File: src/rtl/wdg_pkg.sv
// Shared definitions for the two-stage watchdog: register offsets, the bit
// positions of the control word, and the packed control/status state.
// Assumes byte addressing with word-aligned registers.
package wdg_pkg;
    localparam int unsigned OFS_CTRL = 0;
    localparam int unsigned OFS_AUX  = 4;
    localparam int unsigned OFS_TB   = 8;

    localparam int BIT_RSTST = 3;
    localparam int BIT_STATE = 2;
    localparam int BIT_ENA   = 1;
    localparam int BIT_ENB   = 0;

    typedef struct packed {
        logic rst_st;
        logic state;
        logic en_a;
        logic en_b;
    } csr_t;
endpackage

File: src/rtl/wdg_timebase.sv
// Free-running timebase: counts up by one on every clock and wraps.
// Assumes nothing about its user; it is read-only from the bus.
module wdg_timebase #(
    parameter int TB_W = 32
) (
    input  logic            clk,
    input  logic            rst_n,
    output logic [TB_W-1:0] tb
);
    // Advance the timebase every cycle.
    always_ff @(posedge clk) begin
        if (!rst_n) tb <= '0;
        else        tb <= tb + 1'b1;
    end
endmodule

File: src/rtl/wdg_interval.sv
// Interval counter: counts 2^N cycles while running, and flags an expiry on
// the cycle the count is at its maximum. A restart clears the count and
// suppresses that cycle's expiry. Assumes run and restart come from
// registered state.
module wdg_interval #(
    parameter int N = 16
) (
    input  logic clk,
    input  logic rst_n,
    input  logic run,
    input  logic restart,
    output logic expire
);
    logic [N-1:0] cnt_q;

    // Count while running; hold at zero when stopped or restarted.
    always_ff @(posedge clk) begin
        if (!rst_n)                cnt_q <= '0;
        else if (!run || restart)  cnt_q <= '0;
        else                       cnt_q <= cnt_q + 1'b1;
    end

    // An expiry is the last count of an interval that is not being restarted.
    always_comb expire = run && !restart && (&cnt_q);
endmodule

File: src/rtl/wdg_pulse.sv
// Reset pulse shaper: a fire request yields a high output for LEN cycles,
// starting the cycle after the request. Assumes LEN >= 1.
module wdg_pulse #(
    parameter int LEN = 8
) (
    input  logic clk,
    input  logic rst_n,
    input  logic fire,
    output logic pulse
);
    generate
        if (LEN <= 1) begin : g_single
            // Single-cycle variant: register the request.
            always_ff @(posedge clk) begin
                if (!rst_n) pulse <= 1'b0;
                else        pulse <= fire;
            end
        end else begin : g_stretch
            localparam int CW = $clog2(LEN + 1);
            logic [CW-1:0] left_q;
            // Load the length on fire, then count down to zero.
            always_ff @(posedge clk) begin
                if (!rst_n)              left_q <= '0;
                else if (fire)           left_q <= CW'(LEN);
                else if (left_q != '0)   left_q <= left_q - 1'b1;
            end
            // The output is high while cycles remain.
            always_comb pulse = (left_q != '0);
        end
    endgenerate
endmodule

File: src/rtl/wdg_csr.sv
// Register file of the watchdog. It holds the two enables and the two flags,
// decodes service writes, and muxes the read data. Assumes one write per
// cycle and that expire is never asserted together with a service write.
module wdg_csr
    import wdg_pkg::*;
#(
    parameter int ADDR_W      = 4,
    parameter int DATA_W      = 32,
    parameter int TB_W        = 32,
    parameter bit ENABLE_ONCE = 1'b0
) (
    input  logic              clk,
    input  logic              rst_n,
    input  logic              wr_en,
    input  logic [ADDR_W-1:0] addr,
    input  logic [DATA_W-1:0] wdata,
    input  logic              expire,
    input  logic [TB_W-1:0]   tb,
    output csr_t              csr_q,
    output logic              kick,
    output logic              fire_rst,
    output logic [DATA_W-1:0] rdata
);
    logic sel_ctrl, sel_aux, sel_tb, lock;
    logic unused_wdata;

    // Decode the word addresses.
    always_comb begin
        sel_ctrl = (addr == ADDR_W'(OFS_CTRL));
        sel_aux  = (addr == ADDR_W'(OFS_AUX));
        sel_tb   = (addr == ADDR_W'(OFS_TB));
    end

    // A service write restarts the interval. Enables lock once armed in
    // sticky mode. A second expiry fires the reset.
    always_comb begin
        kick     = wr_en && sel_ctrl && (wdata[BIT_RSTST] || wdata[BIT_STATE]);
        lock     = ENABLE_ONCE && csr_q.en_a && csr_q.en_b;
        fire_rst = expire && csr_q.state;
    end

    assign unused_wdata = ^wdata[DATA_W-1:4];

    // Update the enables from writes and the flags from service and expiry.
    always_ff @(posedge clk) begin
        if (!rst_n) begin
            csr_q <= '0;
        end else begin
            if (wr_en && sel_ctrl) begin
                csr_q.en_a <= lock || wdata[BIT_ENA];
                csr_q.en_b <= lock || wdata[BIT_ENB];
            end else if (wr_en && sel_aux) begin
                csr_q.en_b <= lock || wdata[BIT_ENB];
            end
            if (kick && wdata[BIT_STATE]) csr_q.state  <= 1'b0;
            if (kick && wdata[BIT_RSTST]) csr_q.rst_st <= 1'b0;
            if (expire) begin
                if (csr_q.state) csr_q.rst_st <= 1'b1;
                else             csr_q.state  <= 1'b1;
            end
        end
    end

    // Select the read word; unmapped addresses read zero.
    always_comb begin
        rdata = '0;
        if (sel_ctrl)     rdata[3:0]    = csr_q;
        else if (sel_aux) rdata[BIT_ENB] = csr_q.en_b;
        else if (sel_tb)  rdata          = DATA_W'(tb);
    end
endmodule

File: src/rtl/dual_expiry_wdog.sv
// Top of the two-stage watchdog. The first unserviced interval raises the
// state flag and the interrupt; the second raises a reset pulse and the
// reset-status flag. Assumes a synchronous active-low reset and TB_W <= DATA_W.
module dual_expiry_wdog
    import wdg_pkg::*;
#(
    parameter int ADDR_W        = 4,
    parameter int DATA_W        = 32,
    parameter int TB_W          = 32,
    parameter int INTERVAL_LOG2 = 16,
    parameter int RST_CYCLES    = 8,
    parameter bit ENABLE_ONCE   = 1'b0
) (
    input  logic              clk,
    input  logic              rst_n,
    input  logic              wr_en,
    input  logic [ADDR_W-1:0] addr,
    input  logic [DATA_W-1:0] wdata,
    output logic [DATA_W-1:0] rdata,
    output logic              wd_irq,
    output logic              wd_rst
);
    csr_t            csr_q;
    logic            running, kick, expire, fire_rst;
    logic [TB_W-1:0] tb_val;

    // The watchdog runs only with both enables set.
    always_comb running = csr_q.en_a && csr_q.en_b;

    wdg_timebase #(.TB_W(TB_W)) u_tb (
        .clk(clk), .rst_n(rst_n), .tb(tb_val)
    );

    wdg_interval #(.N(INTERVAL_LOG2)) u_ivl (
        .clk(clk), .rst_n(rst_n), .run(running), .restart(kick), .expire(expire)
    );

    wdg_csr #(
        .ADDR_W(ADDR_W), .DATA_W(DATA_W), .TB_W(TB_W), .ENABLE_ONCE(ENABLE_ONCE)
    ) u_csr (
        .clk(clk), .rst_n(rst_n), .wr_en(wr_en), .addr(addr), .wdata(wdata),
        .expire(expire), .tb(tb_val), .csr_q(csr_q), .kick(kick),
        .fire_rst(fire_rst), .rdata(rdata)
    );

    wdg_pulse #(.LEN(RST_CYCLES)) u_pls (
        .clk(clk), .rst_n(rst_n), .fire(fire_rst), .pulse(wd_rst)
    );

    // Interrupt: state flag set while armed.
    always_comb wd_irq = csr_q.state && running;
endmodule

File: config.mk
export PLATFORM = sky130hd
export DESIGN_NAME = dual_expiry_wdog
export DESIGN_NICKNAME = d
export VERILOG_FILES = /design/src/rtl/wdg_pkg.sv /design/src/rtl/wdg_timebase.sv /design/src/rtl/wdg_interval.sv /design/src/rtl/wdg_pulse.sv /design/src/rtl/wdg_csr.sv /design/src/rtl/dual_expiry_wdog.sv
export SDC_FILE = /design/constraint.sdc
export NUM_CORES = 1
export LEC_CHECK = 0
export BUFFER_PORTS_ARGS = -buffer_cell sky130_fd_sc_hd__buf_2
export CORE_MARGIN = 2
export CORE_UTILIZATION = 35
export DETAILED_ROUTE_END_ITERATION = 10
export SLEW_MARGIN = 5
export SYNTH_ARGS = -nofsm -noshare
export SYNTH_HDL_FRONTEND = slang
export SYNTH_SLANG_ARGS = --single-unit
File: constraint.sdc
create_clock -name clk -period 4.39 [get_ports clk]
set_input_delay 0.2195 -clock clk [delete_from_list [all_inputs] [get_ports clk]]
set_output_delay 0.2195 -clock clk [all_outputs]
set_load 0.05 [all_outputs]
## Yosys cells after proc, flatten, opt, wreduce, memory -nomap -nowiden

Index checks and enable logic that the tools add are counted.
Widths: inputs -> output; s select.

| word-level totals | value |
|---|---|
| register bits | 56 |
| input bits | 39 |

| operators by class | value |
|---|---|
| add/subtract/negate cells | 3 |
| equality and inequality tests | 2 |
| muxes and demuxes | 14 |
| bitwise operators | 1 |
| reduce and logical (&&, ||, !) cells | 21 |

Operators by type and width:

| operator | number |
|---|---|
| $add 32x1->32 const B | 1 |
| $mux 32 | 1 |
| $mux 31 | 1 |
| $mux 28 | 1 |
| $add 16x1->16 const B | 1 |
| $reduce_and 16->1 | 1 |
| $mux 4 | 3 |
| $logic_and 1x1->1 | 10 |
| $mux 1 | 7 |
| $eq 4x3->1 const B | 1 |
| $eq 4x4->1 const B | 1 |
| $logic_not 4->1 | 1 |
| $reduce_bool 2->1 | 2 |
| $reduce_bool 4->1 | 1 |
| $reduce_or 2->1 | 2 |
| $sub 4x1->4 const B | 1 |
| $logic_not 1->1 | 2 |
| $logic_or 1x1->1 | 2 |
| $mux 2 | 1 |
| $not 1->1 | 1 |

## Logic depth before layout (Yosys ltp)

Gate-level depths: netlist of run 1.

| depth | value |
|---|---|
| depth in word-level cells | 8 |
| mapped depth | 7 |
| depth with buffers taken out | 6 |

## By module

A second synthesis of run 1 with hierarchy kept.

| second synthesis, totals | value |
|---|---|
| cells, all modules | 332 |
| area total of the unflattened synthesis | 2907.8 um^2 |

Modules (own cells, without submodules):

| module | times used | cells each | area an instance (um^2) | sequential area each (um^2) |
|---|---|---|---|---|
| wdg_timebase | 1 | 168 | 1466.4 | 640.6 |
| wdg_interval | 1 | 79 | 740.7 | 320.3 |
| wdg_csr | 1 | 61 | 483.0 | 80.1 |
| wdg_pulse | 1 | 22 | 205.2 | 80.1 |
| dual_expiry_wdog | 1 | 2 | 12.5 | 0.0 |

## Worst setup path after synthesis of run 1

Ideal clock, no wire load.

| path | value |
|---|---|
| kind | reg2reg |
| start | register u_tb.tb[0] |
| end | register u_tb.tb[24] |
| library setup time | 135 ps |
| data arrival time | 1819 ps |
| required time | 4255 ps |
| setup slack | 2435 ps |
| cell stages (with the launch flop) | 8 |
| buffers on the path | 2 |
| path through | dfxtp_1 > ha_1 > nand4_1 > or4_1 > clkbuf_1 > buf_2 > o311ai_0 > o41ai_1 |

| between the ends | value |
|---|---|
| cells in the longest elaborated chain, start to end | 1 |

RTL lines:

| item | line | RTL |
|---|---|---|
| start: declaration | wdg_timebase.sv:8 | `output logic [TB_W-1:0] tb` |
| start signal: assignment | wdg_timebase.sv:13 | `else tb <= tb + 1'b1;` |
| $add 32x1->32 | wdg_timebase.sv:13 |  |

Every way passes these cells.
A chain may end at the register's enable or synchronous reset.

## Final worst setup path of run 1

| path | value |
|---|---|
| start | input port addr[1] |
| end | output port rdata[3] |

| between the ends | value |
|---|---|
| cells in the longest elaborated chain, start to end | 4 |

RTL lines:

| item | line | RTL |
|---|---|---|
| start: declaration | dual_expiry_wdog.sv:17 | `input logic [ADDR_W-1:0] addr,` |
| $eq 4x4->1 | wdg_csr.sv:31 | `sel_tb = (addr == ADDR_W'(OFS_TB));` |
| $mux 32 | wdg_csr.sv:69 | `else if (sel_tb) rdata = DATA_W'(tb);` |
| $mux 31 | wdg_csr.sv:68 | `else if (sel_aux) rdata[BIT_ENB] = csr_q.en_b;` |
| $mux 4 (*) | wdg_csr.sv:67 | `if (sel_ctrl) rdata[3:0] = csr_q;` |
| end: declaration | dual_expiry_wdog.sv:19 | `output logic [DATA_W-1:0] rdata,` |

Mark *: on every way between the ends. The rest lies on a longest branch, timed or not.

==> results.yml, run 1 <==
logic_synthesis:
  synth_area_sq_um: 2790
  synth_xor_xnor_area_share: 0.0815
  seq_area_frac_synth: 0.401
  ys_types: 32
  synth_mux_area_frac: 0.0215
  synth_top_family_by_area: "simple AND/OR/NAND/NOR gates"
  synth-simple-area-share: 0.334
  netlist_instances: 336
  avgSynthCellArea_sq_um: 8.32
  synth-compound-area-share: 0.103
  synth_fp_nets: 379
  yosysWarnings: 0
  yosys_register_bits: 56
  synth_fa_ha_area_frac: 0.0179
final_layout:
  layout.nets: 415
  drive_gt1_frac: 0.153
  syn_to_final_growth_pct: 15.3
  fill_cells: 811
  diodes: 0
  fin_cells: 474
floorplanning:
  die_y_microns: 93.3
  start_util: 0.362
  rows: 32
  dieWidth_microns: 93.3
  core_area_sq_um: 7730
  die_area_sq_um: 8710
  num_io_pins: 73
grt:
  grt_antenna_before_repair: 0
  grt_pass1_vias: 2201
  grt_overflow_total: 0
  grtUsageTotal: 0.147
  grt_pass1_wl_mm: 10.3
  grt_max_degree: 28
timing:
  fin_tns_setup_ns: 0
  period_minus_slack_ns: 2.37
  timing.fmax_mhz: 423
  max_slew_margin: 0.208
  finalSetupViolCount: 0
  period_share: 0.539
  finalClockSkew_ns: 0.0128
  worstMarginPinSlew_ns: 1.18
  hold_violations: 0
  rsz0062_at_grt: "no"
  slew_viol_final: 0
clock_tree:
  post-cts-setup-buffer-count: 0
  clk_pin_slew_ns: 0.10
  cts_sinks: 56
  htree_levels: 2
  cts_made_buffers: 5
  root_buffer: "clkbuf_8"
  clk_path_buf_depth: 2
  cts_resized: 0
  clk_latency_ns: 0.31
  cts_hold_buf: 0
  tritoncts: "built"
detailed_routing:
  via_per_inst: 5.24
  wire_per_inst_microns: 13.2
  detail_route.first_pass.iterations: 4
  drt-total-wl_mm: 6.24
  first_iter_violations: 70
  dr_total_vias: 2482
  ant_nets: 0
  route.detailed.drc: 0
power_and_ir_drop:
  p_seq_frac: 0.503
  switching_share: 0.247
  p_clk_frac: 0.364
  combPwrFrac: 0.133
  peakVddDrop_mv: 0.138
  pwr_density_cell_nw_per_um2: 333
  switchingPower_uw: 265
  fin_total_pwr_mw: 1.07
  p_int_uw: 806
  leakagePower_nw: 1.18
placed_design:
  dpl.hpwl_mm: 4.46
  portBuffers: 44
  place_congestion: 0.750
  dp.cells: 467
critical_path:
  slowest_delay_ns: 1.00
  cpMostUsedCell: "buf_2"
  crit_type: "input port to output port"
  slowest_stage: "nor4b_2"
  end_kind: "output port"
  crit_required_ns: 4.17
  arrival_ns: 2.15
  path_max_fanout: 17
  start_kind: "input port"
  path_cells: "buf_2 -> nor4b_2 -> buf_4 -> a22o_1 -> buf_2"
outcome:
  status: "completed"
min_path:
  hold_class: "input port to flop"
job:
  cap_violations: 0
-- synth_stat cells (all sizes together) --
master,count,share of area
a41oi,2,0.0063
nor2,34,0.046
xor2,12,0.038
a31o,1,0.0031
and3,6,0.013
inv,12,0.016
and4,5,0.016
clkinv,1,0.0013
ha,4,0.018
nor4b,1,0.0031
a21oi,16,0.029
a22o,4,0.013
dfxtp,56,0.40
nand2,20,0.027
o21ai,8,0.014
clkbuf,13,0.017
nor3,5,0.0090
mux2i,6,0.021
o311ai,4,0.013
and2,31,0.069
o41ai,4,0.013
o31ai,5,0.013
nor4,9,0.020
or2,2,0.0045
nand2b,7,0.016
xnor2,14,0.044
or3,10,0.022
nand3,17,0.030
or3b,1,0.0031
or4,7,0.019
buf,3,0.0054
nand4,16,0.036
-- cell usage in the layout, fill, tap and decap left out, types with 6 or more instances in the layout --
master	n
xnor2_1	14
nand2_1	20
nand2b_1	7
xor2_1	12
inv_1	12
mux2i_1	6
and3_1	6
or3_1	10
and2_1	31
dfxtp_1	56
a21oi_1	16
or4_1	7
nand3_1	17
buf_2	44
o21ai_0	8
nor4_1	9
nand4_1	16
nor2_1	34
-- flip-flops by register name, summed over array words and instances (netlist names) --
name / cells
u_ivl.cnt_q: 16
u_tb.tb: 32
u_pls.g_stretch.left_q: 4
u_csr.csr_q: 4
-- layout make-up --
class / instances / area, sq um / area share
Clock buffer: 5 / 68.8 / 0.0214
Clock inverter: 2 / 60.1 / 0.0186
Inverter: 13 / 48.8 / 0.0152
Multi-Input combinational cell: 251 / 1570 / 0.486
Sequential cell: 56 / 1120 / 0.348
Tap cell: 102 / 128 / 0.0396
Timing Repair Buffer: 45 / 228 / 0.0707
-- stage by stage --
| stage | utilization | cell area, sq um | worst slack [ns] | hold WS, ns |
|---|---|---|---|---|
| after global placement | 0.400 | 3090 | 1.99 | 0.451 |
| final | 0.417 | 3220 | 2.02 | 0.159 |
| after CTS | 0.417 | 3220 | 1.97 | 0.162 |
| after detailed placement | 0.400 | 3090 | 1.98 | 0.472 |
| after global routing | 0.417 | 3220 | 1.84 | 0.184 |
| after floorplan | - | 2790 | 2.44 | 0.363 |
-- worst max-delay path: cells and delay by family --
family          cells  cell delay [ns]
simple gates        1             1.00
buf+inv             3             0.74
compound gates      1             0.19
-- logic make-up (layout without fill, tap and decap cells) --
family,Yosys count,after routing
AND/OR/NAND/NOR,171,171
flip-flops,56,56
AO/OA/AOI/OAI,44,44
buffers and inverters,29,65
XOR/XNOR,26,26
multiplexers,6,6
adder cells (fa/ha/maj),4,4
-- layer usage --
layer  track usage  part of all wire  vias to the layer above  wire length (microns)
met5             0                 0                        -                      0
met2         0.228              0.44                       44                   2770
met3        0.0306             0.036                        7                    227
met1         0.205              0.51                     1165                   3170
li1              -                 -                     1266                      -
met4        0.0466             0.012                        0                     75
-- power groups by stage --
stage | logic (mW) | clock network, mW | registers, mW
after global routing | 0.159 | 0.424 | 0.542
after detailed placement | 0.143 | 0 | 0.551
final | 0.142 | 0.390 | 0.539
after floorplan | 0.118 | 0 | 0.546
after global placement | 0.140 | 0 | 0.550
after CTS | 0.144 | 0.401 | 0.539
-- final timing paths --
check / start / to / slack [ns] / cells after the start
min reg2reg: u_tb.tb[31] / u_tb.tb[31] / 0.48 / 2
min: wdata[1] / u_csr.csr_q[1] / 0.16 / 3
max reg2reg: u_tb.tb[0] / u_tb.tb[22] / 2.06 / 5
max: addr[1] / rdata[3] / 2.02 / 5
Power figures use the tool's default switching activity.
==> inputs of run 2 (changes only) <==
ABC_AREA = 1   (was unset)
clock period = 2.45 ns   (was 4.39 ns; I/O delays follow)
==> run 2 against run 1 <==
Sequential cell count did not move. Via count rose by 17%. Setup slack got worse by 1.1 ns. Sequential power rose by 80%. Register-to-register slack got worse by 1.2 ns. Synthesized cell count rose by 39%. First-iteration DRC count rose by 120%. Sequential share of layout area fell by 2.6 points. Core utilization rose by 0.22 points. Critical path depth fell by 1. Critical endpoint is now wd_rst. Hold slack got worse by 0.065 ns. Clock power rose by 88%.
==> results.yml, run 2 <==
power_and_ir_drop:
  p_clk_frac: 0.368
  p_seq_frac: 0.487
  p_int_mw: 1.46
  peakVddDrop_mv: 0.289
  leakagePower_nw: 1.16
  pwr_density_cell_nw_per_um2: 574
  fin_total_pwr_mw: 2.00
  switchingPower_uw: 536
  combPwrFrac: 0.145
  switching_share: 0.269
timing:
  finalClockSkew_ns: 0.00997
  fin_tns_setup_ns: 0
  timing.fmax_mhz: 637
  hold_violations: 0
  slew_viol_final: 0
  finalSetupViolCount: 0
  rsz0062_at_grt: "no"
  period_minus_slack_ns: 1.57
  worstMarginPinSlew_ns: 0.516
  period_share: 0.641
  max_slew_margin: 0.656
floorplanning:
  core_area_sq_um: 8300
  rows: 33
  start_util: 0.364
  die_y_microns: 96.9
  die_area_sq_um: 9380
  num_io_pins: 73
  dieWidth_microns: 96.9
critical_path:
  worstReg2RegEnd: "u_tb.tb[22]"
  rrSetupSlack_ns: 0.89
  path_max_fanout: 4
  slowest_delay_ns: 0.39
  crit_type: "flop to output port"
  crit_required_ns: 2.33
  start_kind: "flop"
  worstRegToRegCells: 8
  arrival_ns: 1.45
  cp.buffers_inverters: 2
  end_kind: "output port"
  path_cells: "inv_1 -> ha_1 -> nand2_1 -> buf_2"
  crit_family: "flip-flops"
  slowest_stage: "dfxtp_1"
  rr_startpoint: "u_tb.tb[0]"
clock_tree:
  clk_latency_ns: 0.32
  htree_levels: 2
  cts_hold_buf: 0
  clk_pin_slew_ns: 0.11
  clk_path_buf_depth: 2
  tritoncts: "built"
  root_buffer: "clkbuf_8"
  cts_sinks: 56
  cts_made_buffers: 5
  post-cts-setup-buffer-count: 0
  cts_resized: 0
logic_synthesis:
  synth_top_area_cell: "dfxtp_1"
  ys.flop_type: "dfxtp_1"
  synth_most_common_cell: "nand2_1"
  yosys_register_bits: 56
  async_reset_ff_frac: 0
  synth_fp_nets: 511
  synthTopCellsByArea: "dfxtp_1, nand2_1, nor2_1"
  yosysWarnings: 0
  netlist.area_leader.share: 0.371
  netlist_instances: 468
  synth_area_sq_um: 3020
  avgSynthCellArea_sq_um: 6.45
  synth_commonest_cells: "nand2_1, nor2_1, inv_1, dfxtp_1, a21oi_1"
  seq_area_frac_synth: 0.371
  ys_types: 26
  synth_edf_count: 0
placed_design:
  place_congestion: 0.846
  dpl.hpwl_mm: 5.38
  portBuffers: 44
job:
  cap_violations: 0
final_layout:
  seqCellArea_sq_um: 1120
  largest_reg_flops: 32
  reg_top3: "u_tb.tb x32, u_ivl.cnt_q x16"
  multi_input_area_sq_um: 1630
  syn_to_final_growth_pct: 15.2
  fill_cells: 914
  largest_register: "u_tb.tb"
  mostFrequentLayoutCell: "nand2_1"
  drive_gt1_frac: 0.162
  layout.nets: 555
  layout_common_cells: "nand2_1, nor2_1, inv_1, dfxtp_1, buf_2"
  diodes: 0
grt:
  grt_max_degree: 32
  grt_antenna_before_repair: 0
  grt_overflow_total: 0
  grt_pass1_vias: 2629
  grtUsageTotal: 0.148
  grt_pass1_wl_mm: 11.8
min_path:
  worstHoldStart: "wdata[0]"
  holdPathEnd: "u_csr.csr_q[0]"
  hold_depth: 3
  hold_class: "input port to flop"
detailed_routing:
  via_per_inst: 4.68
  dr_total_vias: 2894
  drt-total-wl_mm: 6.88
  route.detailed.drc: 0
  first_iter_violations: 157
  ant_nets: 0
  detail_route.first_pass.iterations: 4
  wire_per_inst_microns: 11.1
outcome:
  status: "completed"
==> run 2: layout make-up <==
type / count / area share
well taps: 105 / 0.0378
clock inverters: 3 / 0.0198
flip-flops and latches: 56 / 0.322
clock buffers: 5 / 0.0198
repair buffers: 45 / 0.0655
multi-input cells: 343 / 0.469
inverters: 61 / 0.0659
==> run 2: worst reg2reg max path: stages, from the launching register on <==
cell and delay, ns:
dfxtp_1 0.40, ha_1 0.22, nand3_2 0.13, nor2_4 0.16
nand3_1 0.14, nor2_1 0.22, nand2_1 0.08, nand2_1 0.06
nor2_1 0.04
==> run 2: layer usage <==
metal / vias up / part of all wire / GRT usage
met5: - / 0 / 0
met4: 0 / 0.012 / 0.0401
met3: 6 / 0.030 / 0.0260
met2: 45 / 0.47 / 0.249
met1: 1289 / 0.49 / 0.195
li1: 1554 / - / -
==> run 2: power by group through the flow <==
stage	clock [mW]	combinational (mW)	sequential (mW)
floorplan	0	0.235	0.986
global placement	0	0.285	0.991
detailed placement	0	0.294	0.991
CTS	0.747	0.293	0.971
global route	0.785	0.325	0.976
finish	0.734	0.290	0.971
==> run 2: cell families (layout without fill, tap and decap cells) <==
| group | Yosys count | in the layout | share of synthesized area |
|---|---|---|---|
| XOR/XNOR | 7 | 7 | 0.0203 |
| adder cells (fa/ha/maj) | 4 | 4 | 0.0166 |
| AO/OA/AOI/OAI | 64 | 64 | 0.107 |
| flip-flops | 56 | 56 | 0.371 |
| multiplexers | 1 | 1 | 0.00332 |
| AND/OR/NAND/NOR | 267 | 267 | 0.393 |
| buffers and inverters | 69 | 114 | 0.0883 |
==> run 2: worst max path at each step <==
stage | end | cells past startpoint | start | slack [ns]
floorplan | rdata[0] | 4 | addr[1] | 0.65
global placement | u_pls.g_stretch.left_q[0] | 8 | u_ivl.cnt_q[0] | 0.94
detailed placement | u_pls.g_stretch.left_q[0] | 8 | u_ivl.cnt_q[0] | 0.92
CTS | wd_rst | 4 | u_pls.g_stretch.left_q[0] | 0.86
global route | u_tb.tb[20] | 8 | u_tb.tb[0] | 0.69
finish | wd_rst | 4 | u_pls.g_stretch.left_q[0] | 0.88
==> run 2: through the flow <==
stage           util  worst slack [ns]  instances  hold WS (ns)  area [sq um]
6_report       0.419             0.879        618        0.0943          3480
5_1_grt        0.419             0.693        618         0.118          3480
4_1_cts        0.419             0.863        618        0.0951          3480
3_5_place_dp   0.402             0.920        610         0.424          3340
3_3_place_gp   0.402             0.939        610         0.408          3340
2_1_floorplan      -             0.649        468         0.299          3020
==> inputs of run 3 (changes only) <==
ABC_AREA = 0   (was 1)
clock period = 1.35 ns   (was 2.45 ns; I/O delays follow)
==> run 3 against run 2 <==
The flow now finishes with violations (negative setup slack). Sequential share of layout area is 6.8 points lower. Sequential power increased by 80%. Power increased by 79%. Combinational power rose to 3.1 times the previous value. Core utilization is 17 points higher. First-iteration DRC count decreased by 57%. Clock power grew 26%. Design area grew 32%. Register-to-register slack worse by 1.3 ns. Global-route usage grew 3.2 points. Critical path type is now flop to flop.
==> results.yml, run 3 (synthesized netlist as in run 1, its figures left out) <==
grt:
  grt_pass1_wl_mm: 12.8
  grt_antenna_before_repair: 0
  gr-usage-met3: 0.0314
  top_usage_layer: "met2"
  grt_use_met1: 0.253
  grtUsageTotal: 0.180
  gr-usage-met2: 0.282
  grt_pass1_vias: 2707
  grt_max_degree: 25
  grt_overflow_total: 0
floorplanning:
  num_io_pins: 73
  core_area_sq_um: 7730
  dieWidth_microns: 93.3
  die_y_microns: 93.3
  die_area_sq_um: 8710
  rows: 32
  start_util: 0.362
timing:
  finalSetupViolCount: 27
  period_minus_slack_ns: 1.75
  rsz0062_at_grt: "yes"
  max_slew_margin: 0.669
  hold_violations: 0
  slew_viol_final: 0
  period_share: 1.30
  worstMarginPinSlew_ns: 0.497
  timing.fmax_mhz: 572
  hold_ws_ns: 0.00912
  finalClockSkew_ns: 0.00528
  fin_ws_ns: -0.399
placed_design:
  place_congestion: 0.759
  post_dp_cell_area_sq_um: 3770
  dpl_worst_slack_ns: -0.511
  dpl.hpwl_mm: 5.21
  portBuffers: 44
outcome:
  violations: "negative setup slack"
  status: "finished, violations left"
clock_tree:
  clk_path_buf_depth: 2
  htree_levels: 2
  clk_pin_slew_ns: 0.10
  cts_sinks: 56
  tritoncts: "built"
  root_buffer: "clkbuf_8"
  cts_made_buffers: 5
  clk_latency_ns: 0.31
critical_path:
  arrival_ns: 2.00
  end_kind: "flop"
  path_max_fanout: 2
  slowest_stage: "or4_1"
  crit_family: "simple AND/OR/NAND/NOR gates"
  crit_type: "flop to flop"
  slowest_delay_ns: 0.54
  cp.buffers_inverters: 0
  rrSetupSlack_ns: -0.40
  crit_required_ns: 1.60
  rr_startpoint: "u_tb.tb[17]"
  worstRegToRegCells: 4
  worstReg2RegEnd: "u_tb.tb[25]"
  start_kind: "flop"
  path_cells: "nand4_1 -> or4_4 -> or4_1 -> a21oi_2"
detailed_routing:
  ant_nets: 0
  detail_route.first_pass.iterations: 4
  wire_per_inst_microns: 14.6
  via_per_inst: 5.09
  dr_total_vias: 2897
  route.detailed.drc: 0
  drt-total-wl_mm: 8.30
  first_iter_violations: 67
power_and_ir_drop:
  leakagePower_nw: 1.86
  peakVddDrop_mv: 0.433
  pwr_density_cell_nw_per_um2: 781
final_layout:
  largest_reg_flops: 32
  layout.nets: 509
  postLayoutCellArea_sq_um: 4580
  drive_gt1_frac: 0.563
  syn_to_final_growth_pct: 63.8
  mostFrequentLayoutCell: "buf_4"
  largest_register: "u_tb.tb"
  layout_common_cells: "buf_4, nor2_1, and2_2, dfxtp_1, buf_6"
  fill_cells: 673
  reg_top3: "u_tb.tb x32, u_ivl.cnt_q x16"
  diodes: 0
min_path:
  worstHoldStart: "wdata[1]"
  hold_class: "input port to flop"
  holdPathEnd: "u_csr.csr_q[1]"
  hold_depth: 3
job:
  cap_violations: 0
==> run 3: cell types whose count changed in the layout (fill, tap and decap cells not counted), moves of 24 or more <==
cell and delta:
a21oi_1 -30, and2_2 +28, buf_2 -25, buf_4 +75, buf_6 +27, dfxtp_1 -28
dfxtp_2 +24, inv_1 -48, nand2_1 -88, nor2_1 -68
==> run 3: metal layers <==
layer  routed length [microns]  vias up
met5                         0        -
met1                      3950     1376
met2                      3910       50
li1                          -     1458
met4                       116        0
met3                       321       13
==> run 3: through the flow <==
| step | util | power [mW] | cells | TNS (ns) |
|---|---|---|---|---|
| after global placement | 0.489 | 2.34 | 535 | -6.68 |
| after floorplan | - | 2.32 | 336 | -5.49 |
| after detailed placement | 0.489 | 2.37 | 535 | -7.50 |
| final | 0.592 | 3.58 | 569 | -6.94 |
| after CTS | 0.539 | 3.43 | 558 | -6.62 |
| after global routing | 0.592 | 3.73 | 569 | -8.84 |
==> run 3: cell type report <==
class                      instances  area [sq um]  area share
clock buffer                       5          68.8      0.0150
clock inverter                     3          13.8     0.00301
inverter                          13          48.8      0.0107
multi-input combinational        253          2030       0.443
sequential                        56          1170       0.255
tap                              102           128      0.0279
timing repair buffer             137          1120       0.246
==> run 3: worst max path at each step <==
stage / slack (ns) / to / cells past startpoint / start
final: -0.40 / u_tb.tb[25] / 4 / u_tb.tb[17]
after global routing: -0.47 / u_tb.tb[30] / 5 / u_tb.tb[17]
after CTS: -0.37 / u_tb.tb[20] / 6 / u_tb.tb[1]
after detailed placement: -0.51 / u_tb.tb[28] / 6 / u_tb.tb[1]
after global placement: -0.43 / u_tb.tb[28] / 6 / u_tb.tb[1]
after floorplan: -0.42 / u_tb.tb[22] / 6 / u_tb.tb[2]
==> run 3: timing repair <==
action                     4_1_cts  5_1_grt
hold buffers                     0        0
cloned                           1        2
setup buffers                   14       10
gates resized for setup         52      104
pin swaps                       20       21
setup endpoints to repair       27       50
==> run 3: power by group <==
group | switching [mW] | total (mW) | internal, mW
sequential | 0.0422 | 1.75 | 1.71
clock | 0.568 | 0.924 | 0.355
combinational | 0.424 | 0.900 | 0.475
total | 1.04 | 3.58 | 2.54
==> run 3: worst min-delay path, delay by kind of cell <==
| family | cells | cell delay, ns |
|---|---|---|
| multiplexers | 1 | 0.06 |
| buffers and inverters | 1 | 0.09 |
| AND/OR/NAND/NOR | 1 | 0.08 |
